[config.mk]
export PLATFORM = sky130hd
export DESIGN_NAME = dcs_channel
export DESIGN_NICKNAME = d
export VERILOG_FILES = /design/src/rtl/dcs_pkg.sv /design/src/rtl/dcs_shift_buf.sv /design/src/rtl/dcs_inflight_cnt.sv /design/src/rtl/dcs_index_calc.sv /design/src/rtl/dcs_sampler.sv /design/src/rtl/dcs_channel.sv
export SDC_FILE = /design/constraint.sdc
export NUM_CORES = 1
export LEC_CHECK = 0
export ABC_CLOCK_PERIOD_IN_PS = 4650
export BUFFER_PORTS_ARGS = -buffer_cell sky130_fd_sc_hd__buf_2
export CAP_MARGIN = 25
export CORE_MARGIN = 8
export CORE_UTILIZATION = 50
export CTS_CLUSTER_DIAMETER = 120
export CTS_CLUSTER_SIZE = 8
export DETAILED_ROUTE_END_ITERATION = 8
export GPL_ROUTABILITY_DRIVEN = 0
export GPL_TIMING_DRIVEN = 0
export PLACE_DENSITY = 0.81
export SETUP_SLACK_MARGIN = 0.3
export SYNTH_ARGS = -nofsm -noshare
export SYNTH_HDL_FRONTEND = slang
export SYNTH_SLANG_ARGS = --single-unit
export TNS_END_PERCENT = 5
[constraint.sdc]
create_clock -name clk -period 4.65 [get_ports clk]
set_input_delay 0.465 -clock clk [delete_from_list [all_inputs] [get_ports clk]]
set_output_delay 0.465 -clock clk [all_outputs]
set_load 0.005 [all_outputs]
[src/rtl/dcs_pkg.sv]
package dcs_pkg;

    // Sampler presentation states
    typedef enum logic [1:0] {
        SMP_IDLE  = 2'd0,
        SMP_FRESH = 2'd1,
        SMP_HOLD  = 2'd2
    } smp_state_e;

endpackage

[src/rtl/dcs_shift_buf.sv]
module dcs_shift_buf #(
    parameter int DATA_W = 8,
    parameter int DEPTH  = 4
) (
    input  logic              clk,
    input  logic              rst_n,
    input  logic              push_i,
    input  logic [DATA_W-1:0] din_i,
    output logic [DATA_W-1:0] slot_o [DEPTH]
);

    // Slot 0 is the newest word; each completion ripples the chain deeper.
    for (genvar g = 0; g < DEPTH; g++) begin : g_slot
        if (g == 0) begin : g_head
            always_ff @(posedge clk) begin
                if (!rst_n)
                    slot_o[0] <= '0;
                else if (push_i)
                    slot_o[0] <= din_i;
            end

            assert_head_write_R1: assert property (@(posedge clk) disable iff (!rst_n)
                push_i |=> slot_o[0] == $past(din_i));
        end else begin : g_tail
            always_ff @(posedge clk) begin
                if (!rst_n)
                    slot_o[g] <= '0;
                else if (push_i)
                    slot_o[g] <= slot_o[g-1];
            end

            assert_shift_deeper_R1: assert property (@(posedge clk) disable iff (!rst_n)
                push_i |=> slot_o[g] == $past(slot_o[g-1]));
        end

        assert_slot_kept_R2: assert property (@(posedge clk) disable iff (!rst_n)
            !push_i |=> $stable(slot_o[g]));
    end

endmodule

[src/rtl/dcs_inflight_cnt.sv]
module dcs_inflight_cnt #(
    parameter int DEPTH = 4,
    parameter int CNT_W = $clog2(DEPTH + 1)
) (
    input  logic             clk,
    input  logic             rst_n,
    input  logic             start_i,
    input  logic             done_i,
    output logic [CNT_W-1:0] cnt_o
);

    localparam logic [CNT_W-1:0] CNT_MAX = CNT_W'(DEPTH);

    always_ff @(posedge clk) begin
        if (!rst_n) begin
            cnt_o <= '0;
        end else begin
            unique case ({start_i, done_i})
                2'b10:   if (cnt_o != CNT_MAX) cnt_o <= cnt_o + 1'b1;
                2'b01:   if (cnt_o != '0)      cnt_o <= cnt_o - 1'b1;
                default: ;  // both or neither: count unchanged
            endcase
        end
    end

    assert_both_hold_R4: assert property (@(posedge clk) disable iff (!rst_n)
        (start_i && done_i) |=> $stable(cnt_o));

    assert_cnt_bound_R3: assert property (@(posedge clk) disable iff (!rst_n)
        cnt_o <= CNT_MAX);

    assert_cnt_inc_R3: assert property (@(posedge clk) disable iff (!rst_n)
        (start_i && !done_i && cnt_o < CNT_MAX) |=> cnt_o == $past(cnt_o) + 1'b1);

endmodule

[src/rtl/dcs_index_calc.sv]
module dcs_index_calc #(
    parameter int DEPTH     = 4,
    parameter int LOG_DELAY = 3,
    parameter int CNT_W     = $clog2(DEPTH + 1),
    parameter int IDX_W     = (DEPTH > 1) ? $clog2(DEPTH) : 1
) (
    input  logic [CNT_W-1:0] cnt_i,
    output logic [IDX_W-1:0] idx_o,
    output logic             fault_o
);

    // Position is 1-based (1 = newest); idx_o is the 0-based slot.
    always_comb begin
        int pos;
        pos = LOG_DELAY - int'(cnt_i);
        if (pos < 1) begin
            idx_o   = '0;
            fault_o = 1'b1;
        end else if (pos > DEPTH) begin
            idx_o   = IDX_W'(DEPTH - 1);
            fault_o = 1'b1;
        end else begin
            idx_o   = IDX_W'(pos - 1);
            fault_o = 1'b0;
        end
    end

endmodule

[src/rtl/dcs_sampler.sv]
module dcs_sampler
    import dcs_pkg::*;
#(
    parameter int DATA_W = 8,
    parameter int DEPTH  = 4,
    parameter int IDX_W  = (DEPTH > 1) ? $clog2(DEPTH) : 1
) (
    input  logic              clk,
    input  logic              rst_n,
    input  logic              take_i,
    input  logic [DATA_W-1:0] slot_i [DEPTH],
    input  logic [IDX_W-1:0]  idx_i,
    input  logic              fault_i,
    output logic [DATA_W-1:0] data_o,
    output logic              fresh_o,
    output logic              fault_o
);

    smp_state_e state_q, state_d;

    always_comb begin
        state_d = state_q;
        unique case (state_q)
            SMP_IDLE:  if (take_i) state_d = SMP_FRESH;
            SMP_FRESH: state_d = take_i ? SMP_FRESH : SMP_HOLD;
            SMP_HOLD:  if (take_i) state_d = SMP_FRESH;
            default:   state_d = SMP_IDLE;
        endcase
    end

    always_ff @(posedge clk) begin
        if (!rst_n)
            state_q <= SMP_IDLE;
        else
            state_q <= state_d;
    end

    // Output registers: capture pre-update buffer and index on a start
    always_ff @(posedge clk) begin
        if (!rst_n) begin
            data_o  <= '0;
            fault_o <= 1'b0;
        end else if (take_i) begin
            data_o  <= slot_i[idx_i];
            fault_o <= fault_i;
        end
    end

    assign fresh_o = (state_q == SMP_FRESH);

    assert_fresh_after_take_R8: assert property (@(posedge clk) disable iff (!rst_n)
        take_i |=> fresh_o);

    assert_fresh_only_after_take_R8: assert property (@(posedge clk) disable iff (!rst_n)
        !take_i |=> !fresh_o);

    assert_sample_held_R8: assert property (@(posedge clk) disable iff (!rst_n)
        !take_i |=> ($stable(data_o) && $stable(fault_o)));

endmodule

[src/rtl/dcs_channel.sv]
module dcs_channel #(
    parameter int DATA_W    = 8,
    parameter int DEPTH     = 4,
    parameter int LOG_DELAY = 3
) (
    input  logic              clk,
    input  logic              rst_n,
    input  logic              prod_start_i,
    input  logic              prod_done_i,
    input  logic [DATA_W-1:0] prod_data_i,
    input  logic              cons_start_i,
    output logic [DATA_W-1:0] sample_data_o,
    output logic              sample_fresh_o,
    output logic              index_fault_o
);

    localparam int CNT_W = $clog2(DEPTH + 1);
    localparam int IDX_W = (DEPTH > 1) ? $clog2(DEPTH) : 1;

    logic [DATA_W-1:0] slots [DEPTH];
    logic [CNT_W-1:0]  inflight;
    logic [IDX_W-1:0]  rd_idx;
    logic              rd_fault;

    dcs_shift_buf #(.DATA_W(DATA_W), .DEPTH(DEPTH)) u_buf (
        .clk    (clk),
        .rst_n  (rst_n),
        .push_i (prod_done_i),
        .din_i  (prod_data_i),
        .slot_o (slots)
    );

    dcs_inflight_cnt #(.DEPTH(DEPTH), .CNT_W(CNT_W)) u_cnt (
        .clk     (clk),
        .rst_n   (rst_n),
        .start_i (prod_start_i),
        .done_i  (prod_done_i),
        .cnt_o   (inflight)
    );

    dcs_index_calc #(
        .DEPTH(DEPTH), .LOG_DELAY(LOG_DELAY), .CNT_W(CNT_W), .IDX_W(IDX_W)
    ) u_idx (
        .cnt_i   (inflight),
        .idx_o   (rd_idx),
        .fault_o (rd_fault)
    );

    dcs_sampler #(.DATA_W(DATA_W), .DEPTH(DEPTH), .IDX_W(IDX_W)) u_smp (
        .clk     (clk),
        .rst_n   (rst_n),
        .take_i  (cons_start_i),
        .slot_i  (slots),
        .idx_i   (rd_idx),
        .fault_i (rd_fault),
        .data_o  (sample_data_o),
        .fresh_o (sample_fresh_o),
        .fault_o (index_fault_o)
    );

endmodule

==> run summary <==
Crit Path Max Fanout = 10
area share of the largest cell type after synthesis = 45.2%
initial antenna violation count = 0
setup TNS = 0 ns
Mean Syn Cell Area = 9.89 um2
Hold Crit Start = prod_data_i[6]
htree depth = 2
Synth top cells by count = dfxtp_1, nor2b_1, mux2i_1, nand2_1
actual slew at the worst max-slew pin = 0.761 ns
fin crit period = 2.30 ns
Async SR Flop Fraction = 0%
Layout area overhead = 14.0%
I/O Buffers = 22
relative slew slack = 49.1%
Pleak = 0.989 nW
clk sinks = 46
Mapped Nets = 224
top post-synthesis cells by area = dfxtp_1, mux2i_1, nor2b_1, a211oi_1, o31ai_1
clk slew on worst S/H paths = 0.08 ns
Yosys top cell by area = dfxtp_1
Hold Slack = 0.422 ns
synth unique cells = 23
hpwl dp = 2.87 mm
status = finished, final reports clean
CTS tree = built
share of cells above drive strength 1 = 15.3%
sequential-to-total area share from yosys stat = 45.2%
DR WL/cell = 14.8 um
power per cell area = 395 nW/um2
Fin. Hold Viols = 0
CTS buffer count = 5
endpoint type of the worst setup path = flop
Final ANT Viol Nets = 0
final slew viol count = 0
worst r2r src = u_cnt.cnt_o[0]$_SDFFE_PN0P_
Ports = 23
Chip Width = 79.8 um
root buffer cell = clkbuf_8
WP data arrival = 2.48 ns
number of enable flip-flop cells after synthesis = 0
final setup margin = 2.35 ns
Synth Cell Area = 2040 um2
fin crit share = 49.4%
Synth Warn # = 0
cts hold-fix bufs = 0
post-CTS repair timing setup buffer count = 0
Inst Count DP = 278
# rows = 23
pre-CTS setup slack = 2.39 ns
fin nets = 253
TritonRoute pass-1 iters = 4
final setup vio count = 0
Synth Register Bits = 46
Die Area = 6380 um2
WP data required = 4.84 ns
final non-filler cell total = 285
unrepaired setup endpoints after global routing = no
GRT Util Overall = 14.7%
diode count = 0
Initial Utilization = 51.3%
main flop type after synthesis = dfxtp_1
Max-Cap Viols = 0
Post-Synthesis Cells = 206
DR vias = 1,493
most common cell in the netlist = dfxtp_1
fmax = 436 MHz
Hold Path Class = input port to flop
core region area = 3970 um2
first-pass GRT wire length = 7.36 mm
clk_skew = 0.00359 ns
CTS max path bufs = 2
residual DRC count = 0
Critical path origin = u_cnt.cnt_o[0]$_SDFFE_PN0P_
DR vias/cell = 5.24
Worst Path Class, Setup = flop to flop
Peak VDD IR = 229 uV
PostCTS Resize Cnt = 0
Total Wirelength = 4.23 mm
Initial DRC Count = 66
CP Launch Type = flop
Clk Latency, worst-skew pair = 0.30 ns
die height = 79.8 um
grt ovf = 0
vias in the first global route = 1,515
pin count of the biggest net entering global routing = 14
Total Power = 0.000918 W
==> worst paths after layout <==
check	to	slack, ns	depth (start not counted)
max reg2reg	u_smp.data_o[5]$_SDFFE_PN0P_	2.35	7
min reg2reg	u_smp.data_o[2]$_SDFFE_PN0P_	0.46	2
min	u_buf.slot_o[30]$_SDFFE_PN0P_	0.42	3
max	u_smp.data_o[5]$_SDFFE_PN0P_	2.35	7
==> cell type report <==
class / count / area [um2]
Buffer: 13 / 56.3
Clock buffer: 6 / 82.6
Clock inverter: 1 / 30.0
Fill cell: 376 / 1650
Inverter: 5 / 18.8
Multi-Input combinational cell: 142 / 1040
Sequential cell: 46 / 921
Tap cell: 50 / 62.6
Timing Repair Buffer: 22 / 110
==> stage by stage <==
step	area [um2]	utilization, %
2_1_floorplan	2040	-
3_3_place_gp	2210	55.7
3_5_place_dp	2210	55.7
4_1_cts	2320	58.5
5_1_grt	2320	58.5
6_report	2320	58.5
==> power by group <==
group          internal [W]  switching [W]
registers          0.000420      0.0000187
clock network      0.000172       0.000127
logic             0.0000801      0.0000997
total              0.000672       0.000246
==> placed cells by master, fill, tap and decap left out, types with 3 or more instances in the layout <==
| cell type | count |
|---|---|
| and2_1 | 6 |
| nand2_1 | 13 |
| a21oi_1 | 9 |
| mux2i_1 | 35 |
| clkbuf_1 | 7 |
| clkbuf_8 | 6 |
| ha_1 | 4 |
| nor2b_1 | 38 |
| dfxtp_1 | 46 |
| o31ai_1 | 8 |
| a211oi_1 | 9 |
| inv_1 | 5 |
| nand2b_1 | 3 |
| o21ai_0 | 8 |
| buf_2 | 28 |
==> flip-flops by register name, summed over array words and instances, names as in the netlist <==
register,cells
u_buf.slot_o,32
u_smp.data_o,8
u_cnt.cnt_o,3
u_smp.state_q,2
u_smp.fault_o,1
==> routing by layer <==
| metal | GRT usage (%) | share of wire, % |
|---|---|---|
| met5 | 0 | 0 |
| met1 | 18.0 | 46 |
| met3 | 4.62 | 4.8 |
| met4 | 6.36 | 1.9 |
| met2 | 23.0 | 47 |
==> cell families (layout without fill, tap and decap cells) <==
logic type / count (synthesis) / count (layout) / synth area share, %
AND/OR/NAND/NOR: 63 / 63 / 17.9
multiplexers: 36 / 36 / 17.7
flip-flops: 46 / 46 / 45.2
buffers and inverters: 18 / 47 / 3.68
adder cells (fa/ha/maj): 5 / 5 / 3.44
XOR/XNOR: 1 / 1 / 0.430
AO/OA/AOI/OAI: 37 / 37 / 11.7
==> critical path, cell delays in order, from the launching register on <==
cell and delay [ns]:
dfxtp_1 0.48, buf_2 0.27, inv_1 0.20, ha_1 0.37, or3_1 0.30, buf_2 0.18
a211oi_1 0.27, o31ai_1 0.11
Power figures use the tool's default switching activity.
